==> src/rtl/irq_router_pkg.sv <==
package irq_router_pkg;

  // Output lines taken over by channels 0 and 1 in legacy mode
  localparam int LEGACY_LINE_CH0 = 0;
  localparam int LEGACY_LINE_CH1 = 8;

  // Per-channel decision handed from control to datapath; at most one bit set
  typedef struct packed {
    logic setLvl;
    logic clrLvl;
    logic pulse;
    logic msgReq;
  } chStrobe_t;

endpackage

==> src/rtl/irq_router_ctrl.sv <==
module irq_router_ctrl
  import irq_router_pkg::*;
#(
  parameter int NUM_CH = 4
) (
  input  logic                    clk,
  input  logic                    rst_n,
  input  logic                    globalEn,
  input  logic [NUM_CH-1:0]       chEnable,
  input  logic [NUM_CH-1:0]       chLevel,
  input  logic [NUM_CH-1:0]       chMsgEn,
  input  logic [NUM_CH-1:0]       fireEvt,
  input  logic [NUM_CH-1:0]       clearEvt,
  output chStrobe_t [NUM_CH-1:0]  strb
);

  logic [NUM_CH-1:0] msgEnPrev;
  logic [NUM_CH-1:0] msgRise;

  always_ff @(posedge clk or negedge rst_n) begin
    if (!rst_n) msgEnPrev <= '0;
    else        msgEnPrev <= chMsgEn;
  end

  assign msgRise = chMsgEn & ~msgEnPrev;

  // One decision per channel: clear sources first, then the fire type
  always_comb begin
    for (int i = 0; i < NUM_CH; i++) begin
      strb[i] = '0;
      if (msgRise[i] || clearEvt[i]) begin
        strb[i].clrLvl = 1'b1;
      end else if (fireEvt[i]) begin
        if (!(chEnable[i] && globalEn)) strb[i].clrLvl = 1'b1;
        else if (chMsgEn[i])            strb[i].msgReq = 1'b1;
        else if (chLevel[i])            strb[i].setLvl = 1'b1;
        else                            strb[i].pulse  = 1'b1;
      end
    end
  end

  for (genvar g = 0; g < NUM_CH; g++) begin : g_chk
    // a fire on a disarmed channel becomes a clear
    p_fire_disarmed_r4: assert property (@(posedge clk) disable iff (!rst_n)
      fireEvt[g] && !(chEnable[g] && globalEn) |-> strb[g].clrLvl);
    // message routing never reaches the pin actions
    p_msg_no_pin_r5: assert property (@(posedge clk) disable iff (!rst_n)
      chMsgEn[g] |-> !strb[g].pulse && !strb[g].setLvl);
    // message route switching on forces a clear
    p_msg_rise_clear_r6: assert property (@(posedge clk) disable iff (!rst_n)
      $rose(chMsgEn[g]) |-> strb[g].clrLvl);
    // clear takes priority over fire
    p_clear_wins_r12: assert property (@(posedge clk) disable iff (!rst_n)
      clearEvt[g] |-> strb[g].clrLvl && !strb[g].setLvl);
  end

endmodule

==> src/rtl/irq_router_dp.sv <==
module irq_router_dp
  import irq_router_pkg::*;
#(
  parameter int NUM_CH    = 4,
  parameter int NUM_LINES = 16,
  parameter int ROUTE_W   = 4,
  parameter int MSG_W     = 32
) (
  input  logic                      clk,
  input  logic                      rst_n,
  input  logic                      legacyMode,
  input  logic [NUM_CH-1:0]         chMsgEn,
  input  logic [NUM_CH*ROUTE_W-1:0] chRoute,
  input  logic [NUM_CH*MSG_W-1:0]   msgAddr,
  input  logic [NUM_CH*MSG_W-1:0]   msgData,
  input  logic                      tickIn,
  input  logic                      rtcIn,
  input  chStrobe_t [NUM_CH-1:0]    strb,
  output logic [NUM_LINES-1:0]      irqLines,
  output logic [NUM_CH-1:0]         chStatus,
  output logic                      tickEnable,
  output logic                      msgValid,
  output logic [MSG_W-1:0]          msgAddrOut,
  output logic [MSG_W-1:0]          msgDataOut
);

  logic [NUM_CH-1:0]    statusNext;
  logic [NUM_CH-1:0]    chDrive;
  logic [ROUTE_W-1:0]   chDest [NUM_CH];
  logic [NUM_LINES-1:0] lineNext;
  logic                 tickCap;
  logic                 rtcCap;
  logic                 msgHit;
  logic [MSG_W-1:0]     msgAddrSel;
  logic [MSG_W-1:0]     msgDataSel;

  // Status update and per-channel pin drive
  always_comb begin
    for (int i = 0; i < NUM_CH; i++) begin
      if (strb[i].setLvl)                     statusNext[i] = 1'b1;
      else if (strb[i].clrLvl || strb[i].pulse) statusNext[i] = 1'b0;
      else                                    statusNext[i] = chStatus[i];
      chDrive[i] = (statusNext[i] & ~chMsgEn[i]) | strb[i].pulse;
    end
  end

  // Destination line per channel; channels 0 and 1 follow legacy mode
  for (genvar g = 0; g < NUM_CH; g++) begin : g_dest
    if (g == 0) begin : g_l0
      assign chDest[g] = legacyMode ? ROUTE_W'(LEGACY_LINE_CH0) : chRoute[g*ROUTE_W +: ROUTE_W];
    end else if (g == 1) begin : g_l1
      assign chDest[g] = legacyMode ? ROUTE_W'(LEGACY_LINE_CH1) : chRoute[g*ROUTE_W +: ROUTE_W];
    end else begin : g_rt
      assign chDest[g] = chRoute[g*ROUTE_W +: ROUTE_W];
    end
  end

  // Each line is the OR of every source that lands on it
  always_comb begin
    for (int ln = 0; ln < NUM_LINES; ln++) begin
      lineNext[ln] = 1'b0;
      for (int c = 0; c < NUM_CH; c++) begin
        if (chDest[c] == ROUTE_W'(ln)) lineNext[ln] = lineNext[ln] | chDrive[c];
      end
    end
    lineNext[LEGACY_LINE_CH0] = lineNext[LEGACY_LINE_CH0] | (~legacyMode & tickCap);
    lineNext[LEGACY_LINE_CH1] = lineNext[LEGACY_LINE_CH1] | (~legacyMode & rtcCap);
  end

  // Lowest-index message request wins
  always_comb begin
    msgHit     = 1'b0;
    msgAddrSel = '0;
    msgDataSel = '0;
    for (int i = NUM_CH - 1; i >= 0; i--) begin
      if (strb[i].msgReq) begin
        msgHit     = 1'b1;
        msgAddrSel = msgAddr[i*MSG_W +: MSG_W];
        msgDataSel = msgData[i*MSG_W +: MSG_W];
      end
    end
  end

  always_ff @(posedge clk or negedge rst_n) begin
    if (!rst_n) begin
      chStatus   <= '0;
      irqLines   <= '0;
      tickCap    <= 1'b0;
      rtcCap     <= 1'b0;
      tickEnable <= 1'b1;
      msgValid   <= 1'b0;
      msgAddrOut <= '0;
      msgDataOut <= '0;
    end else begin
      chStatus   <= statusNext;
      irqLines   <= lineNext;
      tickCap    <= tickIn;
      rtcCap     <= rtcIn;
      tickEnable <= ~legacyMode;
      msgValid   <= msgHit;
      if (msgHit) begin
        msgAddrOut <= msgAddrSel;
        msgDataOut <= msgDataSel;
      end
    end
  end

  for (genvar g = 0; g < NUM_CH; g++) begin : g_chk
    // control hands over at most one action per channel
    p_one_action_r2: assert property (@(posedge clk) disable iff (!rst_n)
      $onehot0({strb[g].setLvl, strb[g].clrLvl, strb[g].pulse, strb[g].msgReq}));
    // a held status bit survives until something clears it
    p_level_hold_r2: assert property (@(posedge clk) disable iff (!rst_n)
      chStatus[g] && !strb[g].clrLvl && !strb[g].pulse |=> chStatus[g]);
    // an edge fire leaves the status bit clear
    p_edge_clears_r3: assert property (@(posedge clk) disable iff (!rst_n)
      strb[g].pulse |=> !chStatus[g]);
  end

  // legacy level fire of channel 0 shows on line 0
  p_legacy_ch0_r1: assert property (@(posedge clk) disable iff (!rst_n)
    legacyMode && strb[0].setLvl |=> irqLines[LEGACY_LINE_CH0]);
  // entering legacy mode drops the tick enable
  p_enter_legacy_r7: assert property (@(posedge clk) disable iff (!rst_n)
    $rose(legacyMode) |=> !tickEnable);
  // leaving legacy mode raises the tick enable
  p_leave_legacy_r8: assert property (@(posedge clk) disable iff (!rst_n)
    $fell(legacyMode) |=> tickEnable);

endmodule

==> src/rtl/irq_router.sv <==
module irq_router
  import irq_router_pkg::*;
#(
  parameter int NUM_CH    = 4,
  parameter int NUM_LINES = 16,
  parameter int MSG_W     = 32,
  localparam int ROUTE_W  = $clog2(NUM_LINES)
) (
  input  logic                      clk,
  input  logic                      rst_n,
  input  logic                      globalEn,
  input  logic                      legacyMode,
  input  logic [NUM_CH-1:0]         chEnable,
  input  logic [NUM_CH-1:0]         chLevel,
  input  logic [NUM_CH-1:0]         chMsgEn,
  input  logic [NUM_CH*ROUTE_W-1:0] chRoute,
  input  logic [NUM_CH*MSG_W-1:0]   msgAddr,
  input  logic [NUM_CH*MSG_W-1:0]   msgData,
  input  logic [NUM_CH-1:0]         fireEvt,
  input  logic [NUM_CH-1:0]         clearEvt,
  input  logic                      tickIn,
  input  logic                      rtcIn,
  output logic [NUM_LINES-1:0]      irqLines,
  output logic [NUM_CH-1:0]         chStatus,
  output logic                      tickEnable,
  output logic                      msgValid,
  output logic [MSG_W-1:0]          msgAddrOut,
  output logic [MSG_W-1:0]          msgDataOut
);

  chStrobe_t [NUM_CH-1:0] strb;

  irq_router_ctrl #(.NUM_CH(NUM_CH)) u_ctrl (
    .clk      (clk),
    .rst_n    (rst_n),
    .globalEn (globalEn),
    .chEnable (chEnable),
    .chLevel  (chLevel),
    .chMsgEn  (chMsgEn),
    .fireEvt  (fireEvt),
    .clearEvt (clearEvt),
    .strb     (strb)
  );

  irq_router_dp #(
    .NUM_CH    (NUM_CH),
    .NUM_LINES (NUM_LINES),
    .ROUTE_W   (ROUTE_W),
    .MSG_W     (MSG_W)
  ) u_dp (
    .clk        (clk),
    .rst_n      (rst_n),
    .legacyMode (legacyMode),
    .chMsgEn    (chMsgEn),
    .chRoute    (chRoute),
    .msgAddr    (msgAddr),
    .msgData    (msgData),
    .tickIn     (tickIn),
    .rtcIn      (rtcIn),
    .strb       (strb),
    .irqLines   (irqLines),
    .chStatus   (chStatus),
    .tickEnable (tickEnable),
    .msgValid   (msgValid),
    .msgAddrOut (msgAddrOut),
    .msgDataOut (msgDataOut)
  );

endmodule

==> config.mk <==
export PLATFORM = sky130hd
export DESIGN_NAME = irq_router
export DESIGN_NICKNAME = d
export VERILOG_FILES = /design/src/rtl/irq_router_pkg.sv /design/src/rtl/irq_router_ctrl.sv /design/src/rtl/irq_router_dp.sv /design/src/rtl/irq_router.sv
export SDC_FILE = /design/constraint.sdc
export NUM_CORES = 1
export LEC_CHECK = 0
export BUFFER_PORTS_ARGS = -buffer_cell sky130_fd_sc_hd__buf_2
export CAP_MARGIN = 20
export CORE_AREA = 2 2 149 151
export CTS_CLUSTER_SIZE = 12
export DETAILED_ROUTE_END_ITERATION = 8
export DIE_AREA = 0 0 151 153
export GPL_TIMING_DRIVEN = 0
export PLACE_DENSITY = 0.67
export RECOVER_POWER = 25
export SYNTH_ARGS = -nofsm -noshare
export SYNTH_HDL_FRONTEND = slang
export SYNTH_HIERARCHICAL = 1
export SYNTH_SLANG_ARGS = --single-unit
==> constraint.sdc <==
create_clock -name clk -period 1.7 [get_ports clk]
set_input_delay 0.085 -clock clk [delete_from_list [all_inputs] [get_ports clk]]
set_output_delay 0.085 -clock clk [all_outputs]
set_load 0.005 [all_outputs]
==> out/results.tsv <==
stage	metric	value	unit
cts	clock-root-buffer	clkbuf_16	
cts	path_clk_slew	0.08	ns
worst_setup_path	path_cells	nand2_2 -> nor2_4 -> nor2b_1 -> buf_6 -> buf_6 -> a221oi_4 -> nor3_2 -> a221o_1	
floorplan	coreArea	21500	sq um
power_and_ir_drop	p_leak	4.66	nW
finish	final_cells	1318	
timing	clock_skew	0.00981	ns
worst_setup_path	path_max_fanout	10	
global_routing	grt-ovfl-total	0	
cts	clock_latency	0.35	ns
status	outcome	finished with violations	
worst_setup_path	critPathTopFamily	compound AO/OA/AOI/OAI gates	
route	met3WireLength	2.11	mm
floorplan	start_util	0.263	
timing	period_needed	1.75	ns
cts	clk_path_buf_depth	2	
power_and_ir_drop	power_frac_seq	0.424	
worst_setup_path	endpoint_kind	flip-flop	
synth	synth_top_family_by_area	compound AO/OA/AOI/OAI gates	
synth	synth_nets	860	
timing	hold_slack	0.0141	ns
floorplan	die_area	23100	sq um
cts	cts_buffers	9	
run	drv_cap	0	
placed_design	dp_slack	-0.847	ns
timing	max_slew_margin	0.485	
route	highest_layer	met5	
placed_design	post-place-cells	1224	
timing	worst_pin_slew	0.771	ns
floorplan	placementRows	54	
worst_setup_path	crit_buf_inv	2	
route	vias	7068	
synth	synth_area	5640	sq um
synth	synth_adder_area_share	0	
global_routing	grt_pass1_wl	39.2	mm
worst_setup_path	path_common_cell	buf_6	
power_and_ir_drop	internal_power	4.72	mW
power_and_ir_drop	peakVddDrop	0.396	mV
synth	synthTopCellsByCount	dfrtp_1 (91), nor2b_1 (72), nor3_1 (69), a221o_1 (67), a221oi_1 (50)	
route	dr.pass1.iters	5	
power_and_ir_drop	p_switching	2.09	mW
timing	fmax	571	MHz
worst_hold_path	hold_depth	3	
synth	synth_top_area_cell	dfrtp_1	
placed_design	routabilityCongestion	0.962	
cts	clock_sinks	92	
timing	slew_viol_final	0	
power_and_ir_drop	pwr-share-comb	0.279	
synth	synth_xor_area_frac	0	
floorplan	ios	384	
route	drt_iter0_markers	419	
global_routing	antenna_found_initial	3	
synth	synth_most_common_cell	dfrtp_1	
finish	num-fill-cells	1980	
route	met1_length	10.8	mm
power_and_ir_drop	powerDensity	690	nW/um^2
route	routed_wl	27.2	mm
finish	seqCellArea	2300	sq um
synth	synth_edf_count	0	
synth	synth_top_area_share	0.403	
synth	synth.distinct_cells	37	
floorplan	dieHeight	153	microns
synth	ys_ff_latch	92	
power_and_ir_drop	swShare	0.307	
synth	yosys-top-cells-area	dfrtp_1 (40%), a221o_1 (12%), nor2b_1 (8.0%)	
worst_hold_path	hp-start	msgAddr[61]	
worst_setup_path	r2r_end	u_dp/msgDataOut[10]	
global_routing	grtUsageTotal	0.220	
finish	fin_util	0.459	
worst_setup_path	crit_required	1.94	ns
synth	synth_compound_area_frac	0.306	
timing	setup_viol	34	
finish	syn_to_final_growth	74.7	%
finish	multi_input_area	3750	sq um
worst_setup_path	critPathKind	flip-flop to flip-flop	
synth	synthMuxAreaShare	0	
worst_setup_path	cp_slowest_cell	dfrtp_1	
worst_hold_path	whs_endpoint	u_dp/msgAddrOut[29]	
route	routedWlPerCell	20.6	microns
global_routing	grt_pass1_vias	7258	
worst_setup_path	r2r_cells	8	
timing	fin_ws	-0.0524	ns
worst_hold_path	holdCritPathClass	primary input to flip-flop	
finish	fin_nets	1330	
worst_setup_path	crit_start	u_ctrl/msgEnPrev[3]	
worst_setup_path	r2r_slack	-0.05	ns
synth	yosysWarningCount	6	
route	routed_via_density	5.36	
worst_setup_path	cp_data_arrival_time	1.99	ns
worst_setup_path	startpoint_type	flip-flop	
finish	drive_gt1_frac	0.542	
placed_design	io_buffers	381	
finish	postLayoutCellArea	9860	sq um
synth	avgSynthCellArea	10.0	sq um
timing	rsz0062_at_grt	true	
route	wl_met2	13.6	mm
floorplan	die_width	151	microns
timing	period_share	1.03	
cts	tritoncts	yes	
timing	finalHoldViolations	0	
synth	ys.flop_type	dfrtp_1	
route	drc	0	
global_routing	grt_max_degree	50	
synth	syn_inst	562	
status	violations	negative setup slack	
worst_setup_path	r2r_start	u_ctrl/msgEnPrev[3]	
synth	synth-simple-area-share	0.229	
cts	htreeDepth	3	
power_and_ir_drop	total_power	6.81	mW
route	ant_nets	0	
timing	fin_tns_setup	-0.642	ns
worst_setup_path	critPathMaxStageDelay	0.39	ns
placed_design	dp.final_hpwl	19.6	mm
synth	synth-seq-area-share	0.408	
placed_design	dpl_cell_area	7930	sq um
synth	synth-async-reset-ratio	1.00	
power_and_ir_drop	clock_power_share	0.296	
logic make-up after synthesis:
group | Yosys count
and+or+nand+nor | 227
buffers and inverters | 63
AOI/OAI and AO/OA | 180
DFF | 92
state kept, by name, indices dropped and copies added, names as in the netlist:
| signal | count |
|---|---|
| u_dp/msgAddrOut | 32 |
| u_dp/msgValid | 1 |
| u_dp/irqLines | 16 |
| u_dp/tickEnable | 1 |
| u_dp/msgDataOut | 32 |
| u_dp/rtcCap | 1 |
| u_dp/tickCap | 1 |
| u_ctrl/msgEnPrev | 4 |
| u_dp/chStatus | 4 |
layout by cell type (no fill, tap or decap), types with 5 or more instances in the layout:
| master | count |
|---|---|
| a22oi_1 | 7 |
| dlygate4sd3_1 | 71 |
| a221oi_4 | 15 |
| nor3_1 | 57 |
| a221o_1 | 67 |
| clkbuf_2 | 7 |
| buf_4 | 13 |
| nand2_1 | 23 |
| nor2b_1 | 72 |
| nor2_1 | 7 |
| inv_1 | 10 |
| a32oi_1 | 7 |
| clkbuf_1 | 6 |
| a221oi_2 | 48 |
| a2111oi_4 | 5 |
| nor3_2 | 12 |
| clkbuf_4 | 8 |
| buf_6 | 14 |
| o211ai_1 | 8 |
| nand3_1 | 19 |
| clkbuf_16 | 9 |
| buf_2 | 387 |
| dfrtp_1 | 91 |
how the worst max path moves through the flow:
| stage | end | cells after the start |
|---|---|---|
| after global routing | u_dp/msgAddrOut[23] | 8 |
| after CTS | u_dp/irqLines[9] | 6 |
| after floorplan | u_dp/irqLines[10] | 6 |
| after detailed placement | u_dp/msgDataOut[17] | 7 |
| final | u_dp/msgDataOut[10] | 8 |
| after global placement | u_dp/msgDataOut[17] | 7 |
worst reg2reg max path, stage by stage, from the launching register on:
cell and delay [ns]:
dfrtp_1 0.39, nand2_2 0.09, nor2_4 0.06, nor2b_1 0.14, buf_6 0.16, buf_6 0.17, a221oi_4 0.27, nor3_2 0.10
a221o_1 0.27
cell type report:
cell class,count,area share
multi-input cells,407,0.381
repair buffers,459,0.275
flip-flops and latches,92,0.234
plain buffers,52,0.0423
well taps,280,0.0355
clock buffers,10,0.0232
clock inverters,6,0.00571
inverters,11,0.00419
diodes,1,0.000254
layer usage:
metal / global-route usage / vias up
met2: 0.379 / 372
met1: 0.272 / 3430
met3: 0.0451 / 56
met5: 0 / -
li1: - / 3206
met4: 0.0734 / 4
power by group through the flow:
stage	combinational [mW]	clock [mW]	sequential [mW]
3_5_place_dp	1.65	0	2.91
6_report	1.90	2.02	2.89
3_3_place_gp	1.61	0	2.90
2_1_floorplan	0.547	0	2.93
5_1_grt	2.06	2.19	2.93
4_1_cts	1.86	2.11	2.88
timing repair:
item,in CTS,in global routing
pin swaps,15,20
hold buffers,71,0
setup endpoints to repair,81,77
hold endpoints to repair,117,0
gates resized for setup,128,47
setup buffers,5,1
No activity file was read; power rests on OpenSTA's default activity.
